File: src/rtl/cfg_i2c_pkg.sv
// Shared types for the codec register write master.
// Assumes a 7-bit index plus a 9-bit value form one 16-bit codec word.
package cfg_i2c_pkg;
    typedef enum logic [2:0] {
        ST_IDLE,
        ST_START,
        ST_BLO,
        ST_BHI,
        ST_PLO,
        ST_PHI,
        ST_PEND
    } cfg_state_e;

    localparam logic [5:0] DEV_ADDR_HI = 6'b001101;
endpackage

File: src/rtl/codec_i2c_halfclk.sv
// Half-period timer: counts system clocks while running and flags the last
// clock of each half SCL period. Assumes limit is held stable while running.
module codec_i2c_halfclk #(
    parameter int W = 16
) (
    input  logic         clk,
    input  logic         rst_n,
    input  logic         run,
    input  logic [W-1:0] limit,
    output logic         tick,
    output logic [W-1:0] cnt
);
    assign tick = run && (cnt == limit);

    // Count up within a half period, wrap on tick, hold at 0 when idle.
    always_ff @(posedge clk) begin
        if (!rst_n || !run || tick) cnt <= '0;
        else                        cnt <= cnt + 1'b1;
    end
endmodule

File: src/rtl/codec_i2c_frame.sv
// Builds the three-byte write frame: device address with write bit, then the
// 16-bit codec word {index, value}. Assumes IDX_W + VAL_W = 16.
module codec_i2c_frame #(
    parameter int IDX_W = 7,
    parameter int VAL_W = 9,
    localparam int FRAME_W = 8 + IDX_W + VAL_W
) (
    input  logic               addr_sel,
    input  logic [IDX_W-1:0]   idx,
    input  logic [VAL_W-1:0]   val,
    output logic [FRAME_W-1:0] frame
);
    // Address byte, then index in the top bits with value bit 8 below it.
    assign frame = {cfg_i2c_pkg::DEV_ADDR_HI, addr_sel, 1'b0, idx, val};
endmodule

File: src/rtl/codec_cfg_i2c.sv
// Codec register write master: one strobe sends one complete I2C write of
// address byte and two payload bytes, checking the acknowledge bit after each.
// Assumes no clock stretching, a single master, and open-drain lines resolved
// outside. SDA is updated one clock after SCL falls.
module codec_cfg_i2c
    import cfg_i2c_pkg::*;
#(
    parameter int PRE_W = 16,
    parameter int IDX_W = 7,
    parameter int VAL_W = 9
) (
    input  logic             clk,
    input  logic             rst_n,
    input  logic             start_i,
    input  logic             addr_sel_i,
    input  logic [IDX_W-1:0] reg_idx_i,
    input  logic [VAL_W-1:0] reg_val_i,
    input  logic [PRE_W-1:0] prescale_i,
    input  logic             sda_i,
    output logic             scl_oe_o,
    output logic             sda_oe_o,
    output logic             busy_o,
    output logic             done_o,
    output logic             err_o
);
    localparam int FRAME_W = 8 + IDX_W + VAL_W;
    localparam int NBYTES  = FRAME_W / 8;
    localparam int BYTE_W  = $clog2(NBYTES);
    localparam logic [3:0]        ACK_BIT   = 4'd8;
    localparam logic [BYTE_W-1:0] LAST_BYTE = BYTE_W'(NBYTES - 1);

    cfg_state_e         st_q;
    logic [FRAME_W-1:0] frame_d, frame_q;
    logic [PRE_W-1:0]   pre_q, half_cnt;
    logic [3:0]         bit_q;
    logic [BYTE_W-1:0]  byte_q;
    logic               tick, scl_q, sda_q, busy_q, done_q, err_q;

    codec_i2c_frame #(.IDX_W(IDX_W), .VAL_W(VAL_W)) u_frame (
        .addr_sel (addr_sel_i),
        .idx      (reg_idx_i),
        .val      (reg_val_i),
        .frame    (frame_d)
    );

    codec_i2c_halfclk #(.W(PRE_W)) u_half (
        .clk   (clk),
        .rst_n (rst_n),
        .run   (st_q != ST_IDLE),
        .limit (pre_q),
        .tick  (tick),
        .cnt   (half_cnt)
    );

    // Transaction sequencer: one state per half SCL period.
    always_ff @(posedge clk) begin
        if (!rst_n) begin
            st_q    <= ST_IDLE;
            frame_q <= '0;
            pre_q   <= '0;
            bit_q   <= '0;
            byte_q  <= '0;
            scl_q   <= 1'b0;
            sda_q   <= 1'b0;
            busy_q  <= 1'b0;
            done_q  <= 1'b0;
            err_q   <= 1'b0;
        end else begin
            done_q <= 1'b0;
            unique case (st_q)
                ST_IDLE: if (start_i) begin
                    frame_q <= frame_d;
                    pre_q   <= (prescale_i == '0) ? PRE_W'(1) : prescale_i;
                    bit_q   <= '0;
                    byte_q  <= '0;
                    busy_q  <= 1'b1;
                    err_q   <= 1'b0;
                    sda_q   <= 1'b1;
                    st_q    <= ST_START;
                end
                ST_START: if (tick) begin
                    scl_q <= 1'b1;
                    st_q  <= ST_BLO;
                end
                ST_BLO: begin
                    if (half_cnt == '0)
                        sda_q <= (bit_q == ACK_BIT) ? 1'b0 : ~frame_q[FRAME_W-1];
                    if (tick) begin
                        scl_q <= 1'b0;
                        st_q  <= ST_BHI;
                    end
                end
                ST_BHI: if (tick) begin
                    scl_q <= 1'b1;
                    if (bit_q == ACK_BIT) begin
                        bit_q <= '0;
                        if (sda_i) begin
                            err_q <= 1'b1;
                            st_q  <= ST_PLO;
                        end else if (byte_q == LAST_BYTE) begin
                            st_q <= ST_PLO;
                        end else begin
                            byte_q <= byte_q + 1'b1;
                            st_q   <= ST_BLO;
                        end
                    end else begin
                        frame_q <= {frame_q[FRAME_W-2:0], 1'b0};
                        bit_q   <= bit_q + 1'b1;
                        st_q    <= ST_BLO;
                    end
                end
                ST_PLO: begin
                    if (half_cnt == '0) sda_q <= 1'b1;
                    if (tick) begin
                        scl_q <= 1'b0;
                        st_q  <= ST_PHI;
                    end
                end
                ST_PHI: if (tick) begin
                    sda_q <= 1'b0;
                    st_q  <= ST_PEND;
                end
                ST_PEND: if (tick) begin
                    busy_q <= 1'b0;
                    done_q <= 1'b1;
                    st_q   <= ST_IDLE;
                end
                default: st_q <= ST_IDLE;
            endcase
        end
    end

    assign scl_oe_o = scl_q;
    assign sda_oe_o = sda_q;
    assign busy_o   = busy_q;
    assign done_o   = done_q;
    assign err_o    = err_q;
endmodule

File: config.mk
export PLATFORM = sky130hd
export DESIGN_NAME = codec_cfg_i2c
export DESIGN_NICKNAME = d
export VERILOG_FILES = /design/src/rtl/cfg_i2c_pkg.sv /design/src/rtl/codec_i2c_halfclk.sv /design/src/rtl/codec_i2c_frame.sv /design/src/rtl/codec_cfg_i2c.sv
export SDC_FILE = /design/constraint.sdc
export NUM_CORES = 1
export LEC_CHECK = 0
export ABC_CLOCK_PERIOD_IN_PS = 2100
export BUFFER_PORTS_ARGS = -buffer_cell sky130_fd_sc_hd__buf_2
export CAP_MARGIN = 20
export CORE_AREA = 2 2 124 66
export DETAILED_ROUTE_END_ITERATION = 10
export DIE_AREA = 0 0 126 68
export HOLD_SLACK_MARGIN = 0.03
export SYNTH_ARGS = -nofsm -noshare
export SYNTH_HDL_FRONTEND = slang
export SYNTH_SLANG_ARGS = --single-unit
File: constraint.sdc
create_clock -name clk -period 2.1 [get_ports clk]
set_clock_uncertainty 0.05 [all_clocks]
set_input_delay 0.105 -clock clk [delete_from_list [all_inputs] [get_ports clk]]
set_output_delay 0.105 -clock clk [all_outputs]
set_load 0.05 [all_outputs]
# == After elaboration in Yosys (flattened, before gate mapping) ==
# Index checks and enable logic that the tools add are counted.
# word_totals
register_bits,70
in_bits,37
output_inout_bits,5
elab_cells,106
# op_classes
n_addsub,3
n_eq_ne,25
muxes,41
bitwise,1
n_reduce_logical,25
# ops
op,count
24-bit two-way mux,3
24-bit one-hot mux with 2 select lines,1
16-bit zero test,2
3-bit two-way mux,10
3-bit one-hot mux with 7 select lines,1
16-bit by 1-bit adder with 16-bit output (second input constant),1
16-bit == test,1
16-bit two-way mux,1
2-bit by 1-bit != test with 1-bit output (second input constant),8
2-bit != test (second input constant),8
4-bit two-way mux,3
1-bit two-way mux,11
2-bit two-way mux,5
5-bit AND reduction,2
3-bit == test (second input constant),3
3-bit AND reduction,3
4-bit one-hot mux with 2 select lines,1
7-bit AND reduction,1
3-bit by 2-bit == test with 1-bit output (second input constant),2
1-bit one-hot mux with 2 select lines,3
6-bit AND reduction,1
2-bit nonzero test,3
4-bit by 1-bit adder with 4-bit output (second input constant),1
4-bit == test (second input constant),1
other kinds (15),19

# == Logic depth before layout (Yosys ltp) ==
# Gate-level depths: netlist of the first run.
# depth
ltp_word,6
mapped_depth,7
ltp_nobuf,7

# == Hierarchy ==
# Synthesis of the first run repeated with hierarchy kept, for this count alone.
# unflattened
cells_unflattened,424
area_unflattened_um2,3609.7
# by_module_without_submodules
module,n_inst,cells_each,area_each_um2,seq_area_each_um2
codec_cfg_i2c,1,301,2496.1,1081.0
codec_i2c_halfclk,1,97,925.9,320.3
codec_i2c_frame,1,26,187.7,0.0

# == Least setup slack after synthesis of the first run ==
# OpenSTA, ideal clock, no wires.
# synth_timing
path_kind,register to register
startpoint,register u_half.cnt[2]
endpoint,register st_q[1]
setup_ps,119
arrival_time_ps,1739
t_required_ps,1931
setup_slack_ps,192
stages_incl_launch_ff,7
path_buffers,1
period_less_slack_ps,1908
cell_sequence,dfxtp_1 buf_2 xor2_1 nor4_1 nand4_2 o41a_1 o221a_1
# synth_between
elab_chain_cells,4
elab_cells_between_ends,9
classes_between,eq/ne: 7; reduce/logical: 2
# synth_rtl
item,line,source
from (decl),codec_i2c_halfclk.sv:11,output logic [W-1:0] cnt
from (signal assigned),codec_i2c_halfclk.sv:18,else cnt <= cnt + 1'b1;
16-bit == test *,codec_i2c_halfclk.sv:13,assign tick = run && (cnt == limit);
1-bit logical AND *,codec_i2c_halfclk.sv:13,
2-bit by 1-bit != test with 1-bit output (no line),-,
7-bit AND reduction (no line) *,-,
to (signal assigned),codec_cfg_i2c.sv:58,st_q <= ST_IDLE;
to (signal assigned),codec_cfg_i2c.sv:79,st_q <= ST_START;
to (signal assigned),codec_cfg_i2c.sv:83,st_q <= ST_BLO;
to (decl),codec_cfg_i2c.sv:32,cfg_state_e st_q;
# Every way passes the cells marked *; elsewhere a longest branch is shown, timed or not.
# A chain may end at the register's enable or synchronous reset.

# == Worst setup path in the final report of the first run ==
# layout_timing
startpoint,register pre_q[9]
endpoint,register frame_q[17]
# layout_between
elab_chain_cells,4
# layout_rtl
item,line,source
from (decl),codec_cfg_i2c.sv:34,"logic [PRE_W-1:0] pre_q, half_cnt;"
from (signal assigned),codec_cfg_i2c.sv:73,pre_q <= (prescale_i == '0) ? PRE_W'(1) : prescale_i;
16-bit == test,codec_i2c_halfclk.sv:13,
1-bit logical AND,codec_i2c_halfclk.sv:13,
2-bit by 1-bit != test with 1-bit output (no line),-,
4-bit AND reduction (no line),-,
to (signal assigned),codec_cfg_i2c.sv:72,frame_q <= frame_d;
to (signal assigned),codec_cfg_i2c.sv:107,"frame_q <= {frame_q[FRAME_W-2:0], 1'b0};"
to (decl),codec_cfg_i2c.sv:33,"logic [FRAME_W-1:0] frame_d, frame_q;"
# No other way between the ends.

==> results of run 1 <==
repair_timing:
item | in CTS | in global routing
hold buffers | 18 | 0
cloned | 0 | 2
setup endpoints to repair | 1 | 21
endpoints found under the hold margin | 18 | 0
setup buffers | 0 | 3
pin swaps | 1 | 3
resized for setup | 1 | 9
report_power, final:
group / switching (uW) / internal (uW) / total [uW]
clock network: 539 / 977 / 1520
registers: 64.7 / 1430 / 1500
logic: 388 / 324 / 713
total: 992 / 2740 / 3730
layout make-up:
class                   count  area [sq um]  area share, %
clock buffers              12         256.5          5.952
clock inverters             4         45.04          1.045
flip-flops and latches     70          1404          32.58
repair buffers             95         709.4          16.46
multi-input cells         275          1724          40.01
inverters                  12         45.04          1.045
well taps                 100         125.1          2.904
worst paths after layout:
kind                startpoint           to  slack, ns  depth (start not counted)
hold / removal    reg_val_i[8]   frame_q[8]       0.09                          4
hold reg to reg      byte_q[0]    byte_q[0]       0.40                          1
setup reg to reg      pre_q[9]  frame_q[17]       0.08                          8
setup / recovery      pre_q[9]  frame_q[17]       0.08                          8
critical path: stages, from the launching register on:
cell     delay (ns)
dfxtp_1        0.32
xor2_1         0.17
nor4_2         0.40
nand4_4        0.19
buf_6          0.16
o31ai_4        0.18
buf_6          0.16
buf_12         0.14
o221a_1        0.19
per-layer routing:
metal,global-route usage [%],routed length [um]
met1,32.60,4706
met2,26.14,3173
met3,5.473,611
met4,6.868,80
met5,0,0
registers in the layout, indices dropped and copies added, names as in the netlist, 2 cells and up:
register    count
st_q            3
bit_q           4
frame_q        24
pre_q          16
u_half.cnt     16
byte_q          2
stage by stage:
| stage | std cells | hold slack, ns | total power, uW | setup TNS [ns] | util, % |
|---|---|---|---|---|---|
| after floorplan | 382 | 0.1910 | 1910 | 0 | - |
| after global placement | 529 | 0.3124 | 2112 | 0 | 49.00 |
| after detailed placement | 529 | 0.3163 | 2121 | 0 | 49.00 |
| after CTS | 563 | 0.09168 | 3669 | 0 | 55.42 |
| after global routing | 568 | 0.1003 | 3895 | -0.2466 | 56.72 |
| final | 568 | 0.09460 | 3727 | 0 | 56.72 |
cell usage in the layout (no fill, tap or decap), drive strengths merged, types with 6 or more instances in the layout:
master / instances
buf: 76
xor2: 21
nor4: 13
inv: 12
clkbuf: 13
a21oi: 22
xnor2: 9
o221a: 21
dlygate4sd3: 18
nor3: 6
dfxtp: 70
nor2: 61
nand2: 52
nand3: 14
kinds of logic after synthesis:
kind of cell	Yosys count
AO/OA/AOI/OAI	76
flip-flops	70
adder cells (fa/ha/maj)	5
XOR/XNOR	30
AND/OR/NAND/NOR	164
buffers and inverters	37
Yosys cell counts (4+ instances only):
library cell  number
xnor2_1            9
nor3_1             6
nand3_1           14
nor2_1            60
nor4_1            11
o21ai_0            5
clkbuf_1          17
nand2_1           52
ha_1               5
o22ai_1            4
buf_2              6
a21oi_1           22
dfxtp_1           70
inv_1             12
xor2_1            21
o221a_1           21
==> flow_metrics.tcl, run 1 <==
set metrics [dict create \
    status "finished, final reports clean" \
    track_usage_pct 20.69 \
    num_rows 23 \
    antenna_left 0 \
    initial_core_util_pct 42.69 \
    fp.dieW_um 126 \
    cp_data_required_time_ns 2.32 \
    synth_edf_count 0 \
    dr_total_vias 3030 \
    placedInstanceArea_sq_um 3722 \
    worst_slack_ns 0.07683 \
    syn_inst 382 \
    maxCapViolCount 0 \
    critPathLaunchType "flip-flop" \
    nFillCells 694 \
    place_worst_setup_slack_ns 0.02490 \
    worstPathMaxFanout 12 \
    cp.arrival_ns 2.25 \
    post-route-min-period_ns 2.023 \
    synth_compound_area_share_pct 18.79 \
    min_period_over_period_pct 96.34 \
    antenna_found_initial 0 \
    drive_above_1_share_pct 21.79 \
    max-slew-margin-rel_pct 55.45 \
    synth_top_family_by_area "simple AND/OR/NAND/NOR gates" \
    cts_tree "built" \
    ys_ff_latch 70 \
    cts.clk_slew.worst_paths_ns 0.05 \
    port_buffers 41 \
    die_area_sq_um 8568 \
    cts.sinks 70 \
    dr.pass1.iters 5 \
    syn_avg_cell_area_sq_um 8.490 \
    worstMarginPinSlew_ns 0.6675 \
    cts_root_buffer "clkbuf_16" \
    gp_congestion 0.8893 \
    synth_xor_area_share_pct 8.102 \
    drt_wl_total_mm 8.572 \
    synth.area.top_cells "dfxtp_1, o221a_1, nor2_1" \
    synthAdderAreaFrac_pct 1.929 \
    drv_slew 0 \
    grt_pass1_vias 2592 \
    report.final.hold_viol_count 0 \
    final_area_sq_um 4309 \
    synth_warnings 0 \
    worstHoldPathType "in2reg" \
    cts_buffer_depth 2 \
    power_density_nw_per_um2 864.9 \
    yosysUniqueCellTypes 47 \
    yosys.area_share.simple_pct 23.23 \
    grt_start_max_net_pins 24 \
    hpwl_mm 6.027 \
    drtIter0Drc 181 \
    critical_path_class "reg2reg" \
    muxShareOfSynthArea_pct 0 \
    yosysSeqAreaShare_pct 43.21 \
    synthToLayoutAreaGrowth_pct 32.87 \
    synth_area_leader_cell "dfxtp_1" \
    grt_pass1_wl_mm 13.54 \
    overflow 0 \
    setup.worst_path.end_class "flip-flop" \
    vdd_drop_max_v 0.0004609 \
    insertion_delay_ns 0.33 \
    die_h_um 68 \
    synthFlopType "dfxtp_1" \
    avgRoutedWirePerCell_um 15.09 \
    core_sq_um 7597 \
    fmax_mhz 494.3 \
    cts_made_buffers 9 \
    ys_async_sr_fraction_pct 0 \
    p_leak_uw 0.001765 \
    fin_nets 505 \
    drc 0 \
    diodes 0 \
    synth.top_cell.area_share_pct 43.21 \
    avgViaCountPerCell 5.335 \
    io_pins 42 \
    ctsHtreeMaxLevel 3 \
    syn_nets 424 \
    syn-cell-area_sq_um 3243 \
    finalSetupViolations 0 \
]
No activity file was read; power rests on OpenSTA's default activity.
==> run 2: changes to the inputs <==
- CTS_BUF_LIST: default -> sky130_fd_sc_hd__clkbuf_4 sky130_fd_sc_hd__clkbuf_8
==> flow_metrics.tcl, run 2 (synthesis results as in run 1) <==
set metrics [dict create \
    finalSetupViolations 0 \
    fmax_mhz 488.1 \
    crit_start "pre_q[11]" \
    max-slew-margin-rel_pct 55.45 \
    cp.buffers_inverters 4 \
    status "finished, final reports clean" \
    cts_root_buffer "clkbuf_8" \
    rr_startpoint "pre_q[11]" \
    post-route-min-period_ns 2.049 \
    setup.worst_path.end_class "flip-flop" \
    fin_nets 506 \
    grt_start_max_net_pins 24 \
    die_area_sq_um 8568 \
    finalSetupTns_ns 0 \
    hpwl_mm 6.027 \
    maxCapViolCount 0 \
    synthToLayoutAreaGrowth_pct 30.13 \
    crit_top_cell "buf_6" \
    drc 0 \
    worst_slack_ns 0.05143 \
    critPathLaunchType "flip-flop" \
    place_worst_setup_slack_ns 0.02490 \
    critical-path-max-stage-delay_ns 0.35 \
    ctsHtreeMaxLevel 3 \
    initial_core_util_pct 42.69 \
    regMostFlops "frame_q" \
    antenna_found_initial 0 \
    num_rows 23 \
    io_pins 42 \
    dr.pass1.iters 5 \
    vdd_drop_max_v 0.0004273 \
    diodes 0 \
    power_density_nw_per_um2 789.7 \
    cts_made_buffers 9 \
    cp_data_required_time_ns 2.35 \
    avgViaCountPerCell 5.316 \
    worstHoldPathType "in2reg" \
    track_usage_pct 20.72 \
    final_util_pct 55.55 \
    critical_path_class "reg2reg" \
    drive_above_1_share_pct 22.39 \
    hold_start "reg_idx_i[3]" \
    p_switching_uw 950.2 \
    drv_slew 0 \
    cts.clk_slew.worst_paths_ns 0.07 \
    cts_buffer_depth 2 \
    antenna_left 0 \
    layout_commonest_cell "dfxtp_1" \
    fp.dieW_um 126 \
    p_seq_share_pct 44.9 \
    total_power_uw 3333 \
    top_regs "frame_q (24), pre_q (16), u_half.cnt (16)" \
    core_sq_um 7597 \
    swShare_pct 28.51 \
    dr_total_vias 3025 \
    drt_wl_total_mm 8.552 \
    crit_family "buffers and inverters" \
    die_h_um 68 \
    min_period_over_period_pct 97.55 \
    p_leak_uw 0.001727 \
    worstMarginPinSlew_ns 0.6674 \
    cts.sinks 70 \
    slowest_stage "dfxtp_1" \
    p_int_uw 2382 \
    overflow 0 \
    avgRoutedWirePerCell_um 15.03 \
    cp.arrival_ns 2.29 \
    largest_register_ffs 24 \
    grt_pass1_vias 2587 \
    insertion_delay_ns 0.35 \
    port_buffers 41 \
    drtIter0Drc 198 \
    cts_tree "built" \
    cp_cell_sequence "xor2_1, nor4_2, buf_4, nand4_4, buf_6, o31ai_4, buf_6, buf_12, o221a_1" \
    pwr-share-clk_pct 33.5 \
    report.final.hold_viol_count 0 \
    gp_congestion 0.8893 \
    grt_pass1_wl_mm 13.54 \
    p_comb_share_pct 21.6 \
    final_cell_mix "dfxtp_1, nor2_1, nand2_1, buf_2, buf_4" \
    worstPathMaxFanout 12 \
]
-- run 2: cell count changes in the layout (fill, tap and decap cells not counted) --
cell,change
buf_4,+1
clkbuf_1,-1
clkbuf_16,-9
clkbuf_4,+1
clkbuf_8,+9
dfxtp_1,-1
dfxtp_2,+1
-- run 2: metal layers --
layer | GRT usage (%) | vias to the layer above | part of all wire, %
met4 | 6.456 | 0 | 0.94
li1 | - | 1516 | -
met1 | 32.74 | 1397 | 55
met5 | 0 | - | 0
met2 | 25.87 | 105 | 37
met3 | 5.942 | 7 | 7.0
-- run 2: final timing paths --
check | end | slack (ns) | cells after the start
max | frame_q[17] | 0.05 | 9
min reg2reg | byte_q[0] | 0.41 | 1
min | frame_q[12] | 0.07 | 4
max reg2reg | frame_q[17] | 0.05 | 9
-- run 2: area by class of cell --
type	count	area, sq um
Multi-Input combinational cell	275	1724
Fill cell	707	3377
Inverter	12	45.04
Timing Repair Buffer	96	716.9
Sequential cell	70	1405
Tap cell	100	125.1
Clock buffer	12	158.9
Clock inverter	4	45.04
-- run 2: worst register-to-register path: stages (launching register included) --
cell and delay (ns):
dfxtp_1 0.35, xor2_1 0.18, nor4_2 0.27, buf_4 0.17, nand4_4 0.14, buf_6 0.16, o31ai_4 0.18, buf_6 0.17
buf_12 0.14, o221a_1 0.19
-- run 2: through the flow --
stage | cell area, sq um | hold slack, ns | std cells
floorplan | 3243 | 0.1910 | 382
global placement | 3722 | 0.3124 | 529
detailed placement | 3722 | 0.3163 | 529
CTS | 4113 | 0.05587 | 563
global route | 4220 | 0.07157 | 569
finish | 4220 | 0.07370 | 569
-- run 2: power by group through the flow --
stage	Combinational (uW)	Sequential, uW	Clock [uW]
after floorplan	362	1550	0
after global placement	589	1520	0
after detailed placement	595	1530	0
after CTS	627	1500	1140
after global routing	795	1510	1190
final	720	1500	1120
-- run 2: what timing repair did --
| action | in CTS | in global routing |
|---|---|---|
| cloned | 0 | 2 |
| setup buffers | 0 | 4 |
| hold endpoints to repair | 18 | 0 |
| pin swaps | 1 | 4 |
| hold buffers | 18 | 0 |
| gates resized for setup | 1 | 10 |
| setup endpoints to repair | 1 | 26 |
